===== src/rtl/ipi_pkg.sv =====
package ipi_pkg;
  parameter int unsigned DATA_W = 32;
  parameter int unsigned ADDR_W = 8;
  parameter logic [DATA_W-1:0] CHAN_MASK = 32'h0F0F_0301;

  localparam int unsigned NUM_REGS = 6;

  typedef enum logic [2:0] {
    REG_RING  = 3'd0,
    REG_ACK   = 3'd1,
    REG_PEND  = 3'd2,
    REG_MASK  = 3'd3,
    REG_UNMSK = 3'd4,
    REG_MSET  = 3'd5
  } reg_id_e;

  function automatic logic [ADDR_W-1:0] reg_offset(input int unsigned idx);
    case (idx)
      0: reg_offset = ADDR_W'(8'h00);
      1: reg_offset = ADDR_W'(8'h04);
      2: reg_offset = ADDR_W'(8'h10);
      3: reg_offset = ADDR_W'(8'h14);
      4: reg_offset = ADDR_W'(8'h18);
      default: reg_offset = ADDR_W'(8'h1C);
    endcase
  endfunction
endpackage


===== src/rtl/ipi_bus_decode.sv =====
module ipi_bus_decode
  import ipi_pkg::*;
(
  input  logic [ADDR_W-1:0]   addr_i,
  input  logic                wr_i,
  output logic [NUM_REGS-1:0] hit_o,
  output logic [NUM_REGS-1:0] we_o
);
  for (genvar g = 0; g < NUM_REGS; g++) begin : g_hit
    assign hit_o[g] = (addr_i == reg_offset(g));
    assign we_o[g]  = wr_i & hit_o[g];
  end
endmodule


===== src/rtl/ipi_chan_bank.sv =====
module ipi_chan_bank
  import ipi_pkg::*;
(
  input  logic              clk_i,
  input  logic              rst_ni,
  input  logic              ring_we_i,
  input  logic              pend_we_i,
  input  logic              unmsk_we_i,
  input  logic              mset_we_i,
  input  logic [DATA_W-1:0] wdata_i,
  input  logic [DATA_W-1:0] ring_i,
  input  logic [DATA_W-1:0] ack_i,
  output logic [DATA_W-1:0] ring_q_o,
  output logic [DATA_W-1:0] pend_q_o,
  output logic [DATA_W-1:0] mask_q_o,
  output logic [DATA_W-1:0] ack_q_o
);
  for (genvar b = 0; b < DATA_W; b++) begin : g_bit
    if (CHAN_MASK[b]) begin : g_chan
      logic ring_q, pend_q, mask_q, ack_q;
      always_ff @(posedge clk_i or negedge rst_ni) begin
        if (!rst_ni) begin
          ring_q <= 1'b0;
          pend_q <= 1'b0;
          mask_q <= 1'b1;
          ack_q  <= 1'b0;
        end else begin
          ring_q <= ring_we_i & wdata_i[b];
          // incoming doorbell beats a same-cycle clear
          pend_q <= ring_i[b] | (pend_q & ~(pend_we_i & wdata_i[b]));
          if (unmsk_we_i && wdata_i[b]) mask_q <= 1'b0;
          else if (mset_we_i && wdata_i[b]) mask_q <= 1'b1;
          ack_q  <= ack_i[b];
        end
      end
      assign ring_q_o[b] = ring_q;
      assign pend_q_o[b] = pend_q;
      assign mask_q_o[b] = mask_q;
      assign ack_q_o[b]  = ack_q;
    end else begin : g_rsvd
      assign ring_q_o[b] = 1'b0;
      assign pend_q_o[b] = 1'b0;
      assign mask_q_o[b] = 1'b0;
      assign ack_q_o[b]  = 1'b0;
    end
  end
endmodule


===== src/rtl/ipi_irq_merge.sv =====
module ipi_irq_merge
  import ipi_pkg::*;
(
  input  logic [DATA_W-1:0] pend_i,
  input  logic [DATA_W-1:0] mask_i,
  output logic              irq_o
);
  assign irq_o = |(pend_i & ~mask_i);
endmodule


===== src/rtl/ipi_regblock.sv =====
module ipi_regblock
  import ipi_pkg::*;
(
  input  logic              clk_i,
  input  logic              rst_ni,
  input  logic [ADDR_W-1:0] bus_addr_i,
  input  logic              bus_wr_i,
  input  logic [DATA_W-1:0] bus_wdata_i,
  input  logic              bus_rd_i,
  output logic [DATA_W-1:0] bus_rdata_o,
  input  logic [DATA_W-1:0] ring_i,
  input  logic [DATA_W-1:0] ack_i,
  output logic [DATA_W-1:0] ring_o,
  output logic [DATA_W-1:0] pend_o,
  output logic              irq_o
);
  logic [NUM_REGS-1:0] hit, we;
  logic [DATA_W-1:0]   ring_q, pend_q, mask_q, ack_q, rd_mux, rdata_q;

  ipi_bus_decode u_dec (
    .addr_i (bus_addr_i),
    .wr_i   (bus_wr_i),
    .hit_o  (hit),
    .we_o   (we)
  );

  ipi_chan_bank u_bank (
    .clk_i      (clk_i),
    .rst_ni     (rst_ni),
    .ring_we_i  (we[REG_RING]),
    .pend_we_i  (we[REG_PEND]),
    .unmsk_we_i (we[REG_UNMSK]),
    .mset_we_i  (we[REG_MSET]),
    .wdata_i    (bus_wdata_i),
    .ring_i     (ring_i),
    .ack_i      (ack_i),
    .ring_q_o   (ring_q),
    .pend_q_o   (pend_q),
    .mask_q_o   (mask_q),
    .ack_q_o    (ack_q)
  );

  ipi_irq_merge u_irq (
    .pend_i (pend_q),
    .mask_i (mask_q),
    .irq_o  (irq_o)
  );

  // ring, unmask and mask-set offsets read back as zero
  always_comb begin
    rd_mux = '0;
    if (hit[REG_ACK])  rd_mux = ack_q;
    if (hit[REG_PEND]) rd_mux = pend_q;
    if (hit[REG_MASK]) rd_mux = mask_q;
  end

  always_ff @(posedge clk_i or negedge rst_ni) begin
    if (!rst_ni) rdata_q <= '0;
    else         rdata_q <= bus_rd_i ? rd_mux : '0;
  end

  assign bus_rdata_o = rdata_q;
  assign ring_o      = ring_q;
  assign pend_o      = pend_q;
endmodule


===== config.mk =====
export PLATFORM = sky130hd
export DESIGN_NAME = ipi_regblock
export DESIGN_NICKNAME = d
export VERILOG_FILES = /design/src/rtl/ipi_pkg.sv /design/src/rtl/ipi_bus_decode.sv /design/src/rtl/ipi_chan_bank.sv /design/src/rtl/ipi_irq_merge.sv /design/src/rtl/ipi_regblock.sv
export SDC_FILE = /design/constraint.sdc
export NUM_CORES = 1
export LEC_CHECK = 0
export ABC_AREA = 1
export ABC_CLOCK_PERIOD_IN_PS = 1500
export BUFFER_PORTS_ARGS = -buffer_cell sky130_fd_sc_hd__buf_4
export CAP_MARGIN = 15
export CORE_UTILIZATION = 37
export CTS_BUF_LIST = sky130_fd_sc_hd__clkbuf_16
export DETAILED_ROUTE_END_ITERATION = 10
export GPL_TIMING_DRIVEN = 0
export PLACE_DENSITY = 0.8
export SYNTH_ARGS = -nofsm -noshare
export SYNTH_HDL_FRONTEND = slang
export SYNTH_SLANG_ARGS = --single-unit

===== constraint.sdc =====
create_clock -name clk_i -period 1.5 [get_ports clk_i]
set_input_delay 0.075 -clock clk_i [delete_from_list [all_inputs] [get_ports clk_i]]
set_output_delay 0.075 -clock clk_i [all_outputs]
set_load 0.01 [all_outputs]

## Yosys cells after proc, flatten, opt, wreduce, memory -nomap -nowiden

Cells that the tools add are included.

| operators by class | value |
|---|---|
| multiplexer cells | 26 |
| divide/modulo/power cells | 0 |
| multipliers | 0 |
| eq/ne operators | 5 |
| shift-type cells | 0 |
| bitwise operators | 61 |
| order comparisons | 0 |
| add/subtract/negate cells | 0 |
| reduce and logical (&&, ||, !) cells | 35 |

Operator list:

| kind | number |
|---|---|
| 32-bit two-way mux | 2 |
| 28-bit two-way mux | 2 |
| 1-bit bitwise AND | 37 |
| 28-bit by 32-bit bitwise AND with 32-bit output | 1 |
| 8-bit by 5-bit == test with 1-bit output (second input constant) | 4 |
| 28-bit inverter with 32-bit output | 1 |
| 32-bit OR reduction | 1 |
| 1-bit logical AND | 22 |
| 1-bit two-way mux | 22 |
| 2-bit nonzero test | 11 |
| 1-bit inverter | 11 |
| 1-bit OR | 11 |
| 8-bit by 3-bit == test with 1-bit output (second input constant) | 1 |
| 8-bit logical NOT | 1 |

| word-level totals | value |
|---|---|
| logic and storage cells | 172 |
| memories | 0 |
| bits in read-only memories | 0 |
| bits in writable memories | 0 |
| latch bits | 0 |
| register bits | 76 |

## Logic depth before layout (Yosys ltp)

| depth | value |
|---|---|
| depth in word-level cells | 6 |
| mapped depth | 9 |

## Hierarchy

A second synthesis with hierarchy kept.

| second synthesis, totals | value |
|---|---|
| cell total of the unflattened synthesis | 720 |
| area total of the unflattened synthesis | 4971.0 um^2 |

Modules (own cells, without submodules):

| module | area each (um^2) | sequential area each (um^2) | times used | cells an instance |
|---|---|---|---|---|
| ipi_chan_bank | 2606.2 | 1114.8 | 1 | 309 |
| ipi_regblock | 1838.0 | 800.8 | 1 | 276 |
| ipi_irq_merge | 349.1 | 0.0 | 1 | 92 |
| ipi_bus_decode | 177.7 | 0.0 | 1 | 43 |

## Least setup slack after synthesis

OpenSTA, ideal clock, no wires.

| timing path | value |
|---|---|
| kind | register to output |
| from | register u_bank.g_bit[25].g_chan.mask_q |
| to | output port irq_o |
| stages on the path, launching flop included | 5 |
| arrival | 930 ps |
| buffers on the path | 0 |
| path slack | 495 ps |
| cell sequence | dfstp_2 -> inv_1 -> a22o_1 -> a21oi_1 -> nand2_1 |

| between the ends | value |
|---|---|
| longest elaborated chain between the ends | 3 |

Ends and longest elaborated chain:

| element | RTL line | text |
|---|---|---|
| start, declared | ipi_chan_bank.sv:20 | `logic ring_q, pend_q, mask_q, ack_q;` |
| start signal, assigned | ipi_chan_bank.sv:25 | `mask_q <= 1'b1;` |
| start signal, assigned | ipi_chan_bank.sv:31 | `if (unmsk_we_i && wdata_i[b]) mask_q <= 1'b0;` |
| start signal, assigned | ipi_chan_bank.sv:32 | `else if (mset_we_i && wdata_i[b]) mask_q <= 1'b1;` |
| 28-bit inverter with 32-bit output | ipi_irq_merge.sv:8 | `assign irq_o = \|(pend_i & ~mask_i);` |
| 28-bit by 32-bit bitwise AND with 32-bit output | ipi_irq_merge.sv:8 |  |
| 32-bit OR reduction | ipi_irq_merge.sv:8 |  |
| end, declared | ipi_regblock.sv:15 | `output logic irq_o` |

No other way between the ends.

## Worst setup path in the final report

| timing path | value |
|---|---|
| from | register u_bank.g_bit[8].g_chan.mask_q |
| to | output port irq_o |

| between the ends | value |
|---|---|
| longest elaborated chain between the ends | 3 |

Ends and longest elaborated chain:

| element | RTL line |
|---|---|
| start, declared | ipi_chan_bank.sv:20 |
| start signal, assigned | ipi_chan_bank.sv:25 |
| start signal, assigned | ipi_chan_bank.sv:31 |
| start signal, assigned | ipi_chan_bank.sv:32 |
| 28-bit inverter with 32-bit output | ipi_irq_merge.sv:8 |
| 28-bit by 32-bit bitwise AND with 32-bit output | ipi_irq_merge.sv:8 |
| 32-bit OR reduction | ipi_irq_merge.sv:8 |

No other way between the ends.

==> summary.md <==
| Metric | Value |
|---|---|
| HP Class | in -> reg |
| Total CTS buffers | 5 |
| Antenna Nets Post-Route | 0 |
| Most frequent cells in the layout | buf_4, conb_1, nand2_1, inv_1, nand3_1 |
| Initial cell density of the core | between 30% and 40% |
| Critical path's slowest cell | dfstp_2 |
| Largest net degree at the start of global routing | 56 |
| Placed cells | around 640 |
| Fill count | between 700 and 800 |
| Register-to-Register Path Depth | 7 |
| CP peak stage delay | ~530 ps |
| Max frequency | roughly 0.67 GHz |
| Port Buffer Count | 78 |
| Post-Synthesis Cells | 390 |
| Die height | roughly 95 µm |
| CTS tree | done |
| CTS root buffer | clkbuf_16 |
| Clock Pin Slew Worst Setup and Hold Paths | about 70 ps |
| Area Growth Syn to Fin | 42.6% |
| Mean Syn Cell Area | between 8 and 9 µm² |
| Gr ovfl total | 0 |
| Gr usage total | ~17% |
| CP cell instances | inv_1, nand2_2, o2111ai_2, nor2_2, nand2_1, buf_6 |
| Layout cell share with drive strength beyond 1 | between 40% and 50% |
| Final setup fails | 0 |
| Max-slew headroom | between 50 and 60% |
| DR vias/cell | around 4.1 |
| Routed via count | approximately 2,800 |
| CP Capture Type | primary output |
| Internal reg-to-reg setup slack | around 460 ps |
| Post-synth cell types | 23 |
| CTS H-tree lvls | 2 |
| Core area | 8300 µm² |
| Synth warn | 0 |
| WL per Instance | roughly 11 µm |
| Worst flop-to-flop path endpoint | bus_rdata_o[18] |
| Clock Tree Buf Depth | 2 |
| Worst Skew | 3.93 ps |
| TritonRoute pass-1 iters | 4 |
| Maximum vdd drop | approximately 0.45 mV |
| Initial antenna violation count | 0 |
| Number of global-route vias before repair | 2,665 |
| Worst Path Buf+Inv | 2 |
| Crit path max-delay family | flip-flops |
| Power Dens Cells | slightly above 700 nW/µm² |
| Row count | 33 |
| WHS Path Cells | 3 |
| DRC violations left | 0 |
| Total wire length | roughly 7500 µm |
| Clock Latency Late Sink | around 290 ps |
| Sink of the worst hold path | u_bank.g_bit[16].g_chan.mask_q |
| Endpoints failing hold | 0 |
| Diodes inserted | 0 |
| First-pass GRT wire length | between 10,000 and 15,000 µm |
| Crit start category | register |
| RSZ-0062 raised after global routing | yes |
| P_leak | ~0.0027 µW |
| Min-delay src | bus_wdata_i[16] |
| Die ar. | 9030 µm² |
| # clock sinks | 55 |
| Die span in x | approximately 95 µm |
| Critical Path Fanout Max | 2 |
| Max-cap violations | 0 |
| Layout Cells excl Fill | 668 |
| Commonest non-fill, non-tap cell in the layout | buf_4 |
| Final min period | approximately 1500 ps |
| Status | finished clean |
| # IOs | around 210 |
| Worst r2r src | u_bank.g_bit[18].g_chan.mask_q |
| Required time worst endpoint | roughly 1400 ps |
| DP HPWL | 5530 µm |
| CP Class | reg -> out |
| Detailed Route Iter0 Violations | just under 90 |
| Sequential fraction of the synthesis area | a little over two fifths |
| Period utilization | ~99% |
| Placer Congestion | between 0.7 and 0.8 |
| Post-synthesis register bit count | between 50 and 60 |
| Max Slew Vio Count | 0 |
| Mapped cell area | 3200 µm² |
| Dpl cell area | 4150 µm² |
| Slew of the pin with the lowest slew margin | between 600 and 700 ps |
| Arrival @ worst endpoint | about 1400 ps |
| Nets | between 600 and 700 |
| Fin area | 4570 µm² |
[stage by stage]
step	power (µW)	util (%)	setup WS, ps	TNS (ps)	hold slack [ps]
floorplan	1870	-	495	0	-221
global placement	2050	50.0	290	0	155
detailed placement	2060	50.0	301	0	165
CTS	3240	54.7	2.72	0	28.8
global route	3370	55.0	-20.0	-20.0	37.5
finish	3230	55.0	8.51	0	28.6
[logic make-up (layout without fill, tap and decap cells)]
logic type,count (synthesis),after routing,synth area share [%]
DFF,55,55,43.4
other,1,63,0.117
and+or+nand+nor,151,151,22.2
AOI/OAI and AO/OA,21,21,3.87
buffers and inverters,162,273,30.4
[synth_stat cells]
master	count	area, µm²
nand3_4	1	17.5
inv_1	58	218
inv_2	6	22.5
o21ai_1	1	5.00
buf_6	3	33.8
buf_4	90	676
conb_1	1	3.75
nand2_1	66	248
clkbuf_1	1	3.75
nor2_4	2	22.5
o21ai_0	1	5.00
nor2_2	11	68.8
buf_2	4	20.0
nand3_1	48	240
a22o_1	1	8.76
nor2_1	6	22.5
dfstp_2	11	289
o2111ai_1	4	35.0
nor3_1	12	60.1
nand2_2	3	18.8
dfrtp_1	44	1100
nand4_1	2	12.5
a21oi_1	14	70.1
[metal layers]
metal  global-route usage, %  vias to the layer above  part of all wire [%]
met2                    30.8                       83                    51
met1                    21.2                     1280                    43
met3                    3.99                        4                   5.2
met5                       0                        -                     0
met4                    3.03                        0                  0.39
li1                        -                     1391                     -
[final cells by class]
| cell class | instances | area [µm²] | area share (%) |
|---|---|---|---|
| Sequential cell | 55 | 1390 | 30.4 |
| Multi-Input combinational cell | 235 | 1100 | 24.1 |
| Timing Repair Buffer | 103 | 835 | 18.3 |
| Buffer | 98 | 733 | 16.1 |
| Inverter | 64 | 240 | 5.26 |
| Tap cell | 105 | 131 | 2.88 |
| Clock buffer | 5 | 125 | 2.74 |
| Clock inverter | 3 | 12.5 | 0.274 |
[worst max-delay path by stage]
| stage | start | to | slack [ps] | depth (start not counted) |
|---|---|---|---|---|
| global route | u_bank.g_bit[8].g_chan.mask_q | irq_o | -20 | 6 |
| floorplan | u_bank.g_bit[25].g_chan.mask_q | irq_o | 490 | 4 |
| detailed placement | u_bank.g_bit[8].g_chan.mask_q | irq_o | 300 | 6 |
| CTS | u_bank.g_bit[8].g_chan.mask_q | irq_o | 3 | 6 |
| finish | u_bank.g_bit[8].g_chan.mask_q | irq_o | 9 | 6 |
| global placement | u_bank.g_bit[8].g_chan.mask_q | irq_o | 290 | 6 |
[where the power goes]
group | switching (µW) | internal [µW]
sequential | 12.1 | 1520
clock | 517 | 605
combinational | 282 | 292
[sequential cells by signal, summed over array words and instances (netlist names)]
signal / flops
bus_rdata_o: 11
u_bank.g_bit.g_chan.ring_q: 11
u_bank.g_bit.g_chan.mask_q: 11
u_bank.g_bit.g_chan.ack_q: 11
u_bank.g_bit.g_chan.pend_q: 11
[worst reg2reg max path: cells and delay by family, from the launching register on]
family / cells / cell delay, ps
flip-flops: 1 / 530
buffers and inverters: 4 / 270
AND/OR/NAND/NOR: 3 / 180
[what timing repair did]
item | 4_1_cts | 5_1_grt
hold endpoints to repair | 66 | 0
resized for setup | 8 | 6
gates cloned | 0 | 0
endpoints found under the setup margin | 1 | 1
pin swaps | 2 | 3
hold buffers | 23 | 0
buffers inserted | 0 | 2
Note: power is estimated with default switching activity, not from simulation.
